File: config.mk
export PLATFORM = sky130hd
export DESIGN_NAME = byte_link_port
export DESIGN_NICKNAME = d
export VERILOG_FILES = /design/src/rtl/blp_pkg.sv /design/src/rtl/blp_ctrl.sv /design/src/rtl/blp_dp.sv /design/src/rtl/byte_link_port.sv
export SDC_FILE = /design/constraint.sdc
export NUM_CORES = 1
export LEC_CHECK = 0
export ABC_AREA = 0
export CAP_MARGIN = 20
export CORE_MARGIN = 3
export CORE_UTILIZATION = 44
export DETAILED_ROUTE_END_ITERATION = 7
export PLACE_DENSITY = 0.92
export SLEW_MARGIN = 20
export SYNTH_ARGS = -nofsm -noshare
export SYNTH_HDL_FRONTEND = slang
export SYNTH_SLANG_ARGS = --single-unit
File: constraint.sdc
create_clock -name clk -period 2.65 [get_ports clk]
set_input_delay 0.6625 -clock clk [delete_from_list [all_inputs] [get_ports clk]]
set_output_delay 0.6625 -clock clk [all_outputs]
set_load 0.02 [all_outputs]
File: src/rtl/blp_pkg.sv
package blp_pkg;
  // strobes from the control section to the data registers
  typedef struct packed {
    logic ldTx;
    logic ldRx;
  } blpStrobe_t;
endpackage

File: src/rtl/blp_ctrl.sv
module blp_ctrl
  import blp_pkg::*;
#(
  parameter int ADDR_W    = 8,
  parameter int DATA_W    = 8,
  parameter int CTRL_ADDR = 96,
  parameter int STAT_ADDR = 97,
  parameter int TX_ADDR   = 98
) (
  input  logic              clk,
  input  logic              rstN,
  input  logic [ADDR_W-1:0] busAddr,
  input  logic              busWrEn,
  input  logic [DATA_W-1:0] busWrData,
  input  logic              txReady,
  input  logic              rxValid,
  output blpStrobe_t        strobe,
  output logic              busy,
  output logic              rxFull,
  output logic              ovr,
  output logic [1:0]        irqEn,
  output logic              irq
);
  localparam int EN_W = 2;

  logic wrStat, wrTx, wrCtrl, clrFull;

  assign wrStat  = busWrEn && (busAddr == ADDR_W'(STAT_ADDR));
  assign wrTx    = busWrEn && (busAddr == ADDR_W'(TX_ADDR));
  assign wrCtrl  = busWrEn && (busAddr == ADDR_W'(CTRL_ADDR));
  assign clrFull = wrStat && !busWrData[1];

  always_comb begin
    strobe.ldTx = wrTx && !busy;
    strobe.ldRx = rxValid;
  end

  always_ff @(posedge clk) begin
    if (!rstN) begin
      busy   <= 1'b0;
      rxFull <= 1'b0;
      ovr    <= 1'b0;
      irqEn  <= '0;
    end else begin
      if (busy) begin
        if (txReady) busy <= 1'b0;
      end else if (wrStat && busWrData[0]) begin
        busy <= 1'b1;
      end

      if (rxValid)      rxFull <= 1'b1;
      else if (clrFull) rxFull <= 1'b0;

      if (rxValid && rxFull && !clrFull) ovr <= 1'b1;
      else if (wrStat && !busWrData[2])  ovr <= 1'b0;

      if (wrCtrl) irqEn <= busWrData[EN_W-1:0];
    end
  end

  assign irq = (irqEn[0] && !busy) || (irqEn[1] && rxFull);
endmodule

File: src/rtl/blp_dp.sv
module blp_dp
  import blp_pkg::*;
#(
  parameter int ADDR_W    = 8,
  parameter int DATA_W    = 8,
  parameter int CTRL_ADDR = 96,
  parameter int STAT_ADDR = 97,
  parameter int TX_ADDR   = 98,
  parameter int RX_ADDR   = 99
) (
  input  logic              clk,
  input  logic              rstN,
  input  blpStrobe_t        strobe,
  input  logic [ADDR_W-1:0] busAddr,
  input  logic [DATA_W-1:0] busWrData,
  input  logic [DATA_W-1:0] rxData,
  input  logic              busy,
  input  logic              rxFull,
  input  logic              ovr,
  input  logic [1:0]        irqEn,
  output logic [DATA_W-1:0] txData,
  output logic [DATA_W-1:0] busRdData
);
  localparam int STAT_PAD = DATA_W - 3;
  localparam int EN_PAD   = DATA_W - 2;

  logic [DATA_W-1:0] txReg, rxReg, statByte, ctrlByte;

  always_ff @(posedge clk) begin
    if (!rstN) begin
      txReg <= '0;
      rxReg <= '0;
    end else begin
      if (strobe.ldTx) txReg <= busWrData;
      if (strobe.ldRx) rxReg <= rxData;
    end
  end

  assign statByte = {{STAT_PAD{1'b0}}, ovr, rxFull, busy};
  assign ctrlByte = {{EN_PAD{1'b0}}, irqEn};
  assign txData   = txReg;

  always_comb begin
    if (busAddr == ADDR_W'(CTRL_ADDR))      busRdData = ctrlByte;
    else if (busAddr == ADDR_W'(STAT_ADDR)) busRdData = statByte;
    else if (busAddr == ADDR_W'(TX_ADDR))   busRdData = txReg;
    else if (busAddr == ADDR_W'(RX_ADDR))   busRdData = rxReg;
    else                                    busRdData = '0;
  end
endmodule

File: src/rtl/byte_link_port.sv
module byte_link_port
  import blp_pkg::*;
#(
  parameter int ADDR_W    = 8,
  parameter int DATA_W    = 8,
  parameter int CTRL_ADDR = 96,
  parameter int STAT_ADDR = 97,
  parameter int TX_ADDR   = 98,
  parameter int RX_ADDR   = 99
) (
  input  logic              clk,
  input  logic              rstN,
  input  logic [ADDR_W-1:0] busAddr,
  input  logic              busWrEn,
  input  logic [DATA_W-1:0] busWrData,
  output logic [DATA_W-1:0] busRdData,
  output logic              txValid,
  input  logic              txReady,
  output logic [DATA_W-1:0] txData,
  input  logic              rxValid,
  input  logic [DATA_W-1:0] rxData,
  output logic              irq
);
  blpStrobe_t strobeW;
  logic       busyW, rxFullW, ovrW;
  logic [1:0] irqEnW;

  blp_ctrl #(
    .ADDR_W(ADDR_W), .DATA_W(DATA_W), .CTRL_ADDR(CTRL_ADDR),
    .STAT_ADDR(STAT_ADDR), .TX_ADDR(TX_ADDR)
  ) u_ctrl (
    .clk(clk), .rstN(rstN), .busAddr(busAddr), .busWrEn(busWrEn),
    .busWrData(busWrData), .txReady(txReady), .rxValid(rxValid),
    .strobe(strobeW), .busy(busyW), .rxFull(rxFullW), .ovr(ovrW),
    .irqEn(irqEnW), .irq(irq)
  );

  blp_dp #(
    .ADDR_W(ADDR_W), .DATA_W(DATA_W), .CTRL_ADDR(CTRL_ADDR),
    .STAT_ADDR(STAT_ADDR), .TX_ADDR(TX_ADDR), .RX_ADDR(RX_ADDR)
  ) u_dp (
    .clk(clk), .rstN(rstN), .strobe(strobeW), .busAddr(busAddr),
    .busWrData(busWrData), .rxData(rxData), .busy(busyW),
    .rxFull(rxFullW), .ovr(ovrW), .irqEn(irqEnW), .txData(txData),
    .busRdData(busRdData)
  );

  assign txValid = busyW;
endmodule

==> impl_metrics.json, run 1 <==
{
  "dr.pass1.iters": 4,
  "rsz0062_at_grt": "false",
  "fin_crit_ns": 2.60,
  "path_class": "in -> out",
  "slew-limit-headroom_pct": 64.2,
  "critPathRequiredTime_ns": 1.99,
  "via_per_inst": 5.19,
  "diodes": 0,
  "synth_top_cell_by_area": "dfxtp_1",
  "p_comb_share_pct": 18.3,
  "hold_buffers": 0,
  "finalCritPeriodShare_pct": 98.1,
  "crit_path_start": "busAddr[6]",
  "crit_fanout": 2,
  "ys_types": 28,
  "min_path_cells": 2,
  "synth_top_area_share_pct": 38.6,
  "globalRouteTotalUtil_pct": 20.1,
  "ant_nets": 0,
  "final_nets": 199,
  "synth_nets": 143,
  "clk_latency_ns": 0.31,
  "grt_max_degree": 31,
  "hold_path_startpoint": "u_ctrl.ovr$_SDFFE_PN0P_",
  "netSwitchingPower_w": 0.000145,
  "clkPwrFrac_pct": 26.0,
  "place_hpwl_um": 2210,
  "worst_slew_pin_slew_ns": 0.535,
  "path_clk_slew_ns": 0.11,
  "maxSlewViolCount": 0,
  "pin_count": 47,
  "seq_area_frac_synth_pct": 38.6,
  "hp-class": "reg -> reg",
  "grt-ovfl-total": 0,
  "ys_warn_count": 0,
  "dieArea_um2": 3110,
  "grt_pass1_vias": 1096,
  "fp.dieW_um": 55.7,
  "synth_seq_cells": 21,
  "core_um2": 2280,
  "intPower_w": 0.000450,
  "r2r-start": "u_ctrl.busy$_SDFF_PN0_",
  "peakVddDrop_mv": 0.333,
  "cts_tree": "yes",
  "power_w": 0.000595,
  "layout-drive-gt1-share_pct": 19.5,
  "critPathCaptureType": "output port",
  "startpoint_type": "input port",
  "port_buffers": 46,
  "cts_root_buffer": "clkbuf_4",
  "gp_congestion": 0.866,
  "p_sw_share_pct": 24.3,
  "cp.arrival_ns": 1.94,
  "reg2reg_depth": 4,
  "skew_ns": 0.00516,
  "status": "finished, final reports clean",
  "hold_viol": 0,
  "hold_ws_ns": 0.483,
  "syn_to_final_growth_pct": 52.3,
  "grt_first_pass_wirelength_um": 4980,
  "syn_inst": 114,
  "route.detailed.drc": 0,
  "seq_power_share_pct": 55.7,
  "placed_cells": 191,
  "power_density_nw_per_um2": 359,
  "syn-cell-area_um2": 1090,
  "start_util_pct": 47.8,
  "fmaxAchievable_mhz": 385,
  "clock_path_buffers": 2,
  "setup_viol": 0,
  "clock_sinks": 21,
  "antenna_found_initial": 0,
  "cellLeakagePower_nw": 0.724,
  "drtIter0Drc": 20,
  "cap_violations": 0,
  "cts_inserted_buffers": 3,
  "wl_per_cell_um": 14.8,
  "vias": 1023,
  "die_h_um": 55.7,
  "syn_area_per_cell_um2": 9.55,
  "stdcell_count": 197,
  "rows": 17,
  "cts-htree-levels": 1,
  "totalWireLength_um": 2920,
  "synthTopCellsByArea": "dfxtp_1 39%, mux2i_1 21%, nand2_1 7.2%, nor2b_1 5.7%, mux4_2 4.1%"
}
==> power by group through the flow <==
stage / Combinational (W) / Clock, W / Sequential [W]
after floorplan: 0.0000481 / 0 / 0.000336
after global placement: 0.000105 / 0 / 0.000338
after detailed placement: 0.000108 / 0 / 0.000338
after CTS: 0.000108 / 0.000156 / 0.000331
after global routing: 0.000119 / 0.000172 / 0.000332
final: 0.000109 / 0.000154 / 0.000331
==> sequential cells by signal, summed over array words and instances (netlist names) <==
signal         count
u_dp.rxReg         8
u_dp.txData        8
u_ctrl.irqEn       2
u_ctrl.busy        1
u_ctrl.ovr         1
u_ctrl.rxFull      1
==> critical path: stages <==
cell	delay (ns)
clkdlybuf4s50_1	0.48
or4b_4	0.47
nor3_2	0.15
buf_2	0.18
==> synthesized netlist by cell type, drive strengths merged <==
cell type / instances
a21oi: 1
o21a: 1
mux2i: 23
nor2b: 10
nand2b: 4
nor4: 3
and3: 2
clkbuf: 5
or4b: 1
nand2: 21
a21boi: 1
mux2: 1
nor2: 5
nor4bb: 1
buf: 1
and3b: 1
nand3b: 1
nand3: 2
nor3: 1
inv: 2
mux4: 2
o21ai: 1
nor4b: 1
o41ai: 1
dfxtp: 21
o22ai: 1
==> layout make-up <==
| class | count | area, µm² |
|---|---|---|
| clock buffers | 4 | 26.3 |
| well taps | 28 | 35.0 |
| inverters | 2 | 7.51 |
| flip-flops and latches | 21 | 420 |
| multi-input cells | 85 | 657 |
| fillers | 183 | 618 |
| repair buffers | 57 | 512 |
==> stage by stage <==
stage / cell area, µm² / TNS, ns / util [%] / setup slack [ns]
after detailed placement: 1630 / -4.53 / 71.5 / -0.615
after floorplan: 1090 / 0 / - / 0.235
after CTS: 1650 / 0 / 72.7 / 0.0166
final: 1660 / 0 / 72.8 / 0.0502
after global routing: 1660 / 0 / 72.8 / 0.00269
after global placement: 1630 / -3.96 / 71.5 / -0.514
==> layout by cell type, fill, tap and decap left out, types with 3 or more instances in the layout <==
cell	Yosys	final
clkdlybuf4s50_1	0	33
mux2i_1	23	23
nor2b_1	10	9
dfxtp_1	21	21
nand2b_1	4	4
nor2_1	5	5
nand2_1	21	21
clkbuf_4	0	3
buf_4	0	16
dlygate4sd2_1	0	4
==> kinds of logic after synthesis <==
kind of cell    share of synthesized area, %
mux                                     26.3
buf+inv                                 2.99
simple gates                            27.7
flops                                   38.6
compound gates                          4.37
==> layer usage <==
metal,wire length [µm],track usage (%)
met1,1270,24.9
met2,1410,33.3
met3,192,5.10
met4,44,7.29
met5,0,0
==> worst paths after layout <==
path	end	slack [ns]
max	busRdData[2]	0.05
min reg2reg	u_ctrl.ovr$_SDFFE_PN0P_	0.48
min	u_ctrl.ovr$_SDFFE_PN0P_	0.48
max reg2reg	u_dp.txData[7]$_SDFFE_PN0P_	1.45
==> what timing repair did <==
action | 4_1_cts | 5_1_grt
pin swaps | 5 | 1
setup buffers | 2 | 0
endpoints found under the setup margin | 8 | 6
gates resized for setup | 44 | 4
Power figures use the tool's default switching activity.
==> inputs of run 2 (changes only) <==
Settings changed: GPL_ROUTABILITY_DRIVEN from default to 0.
==> results of run 2 <==
Final layout, timing and power as in run 1 (identical DEF).
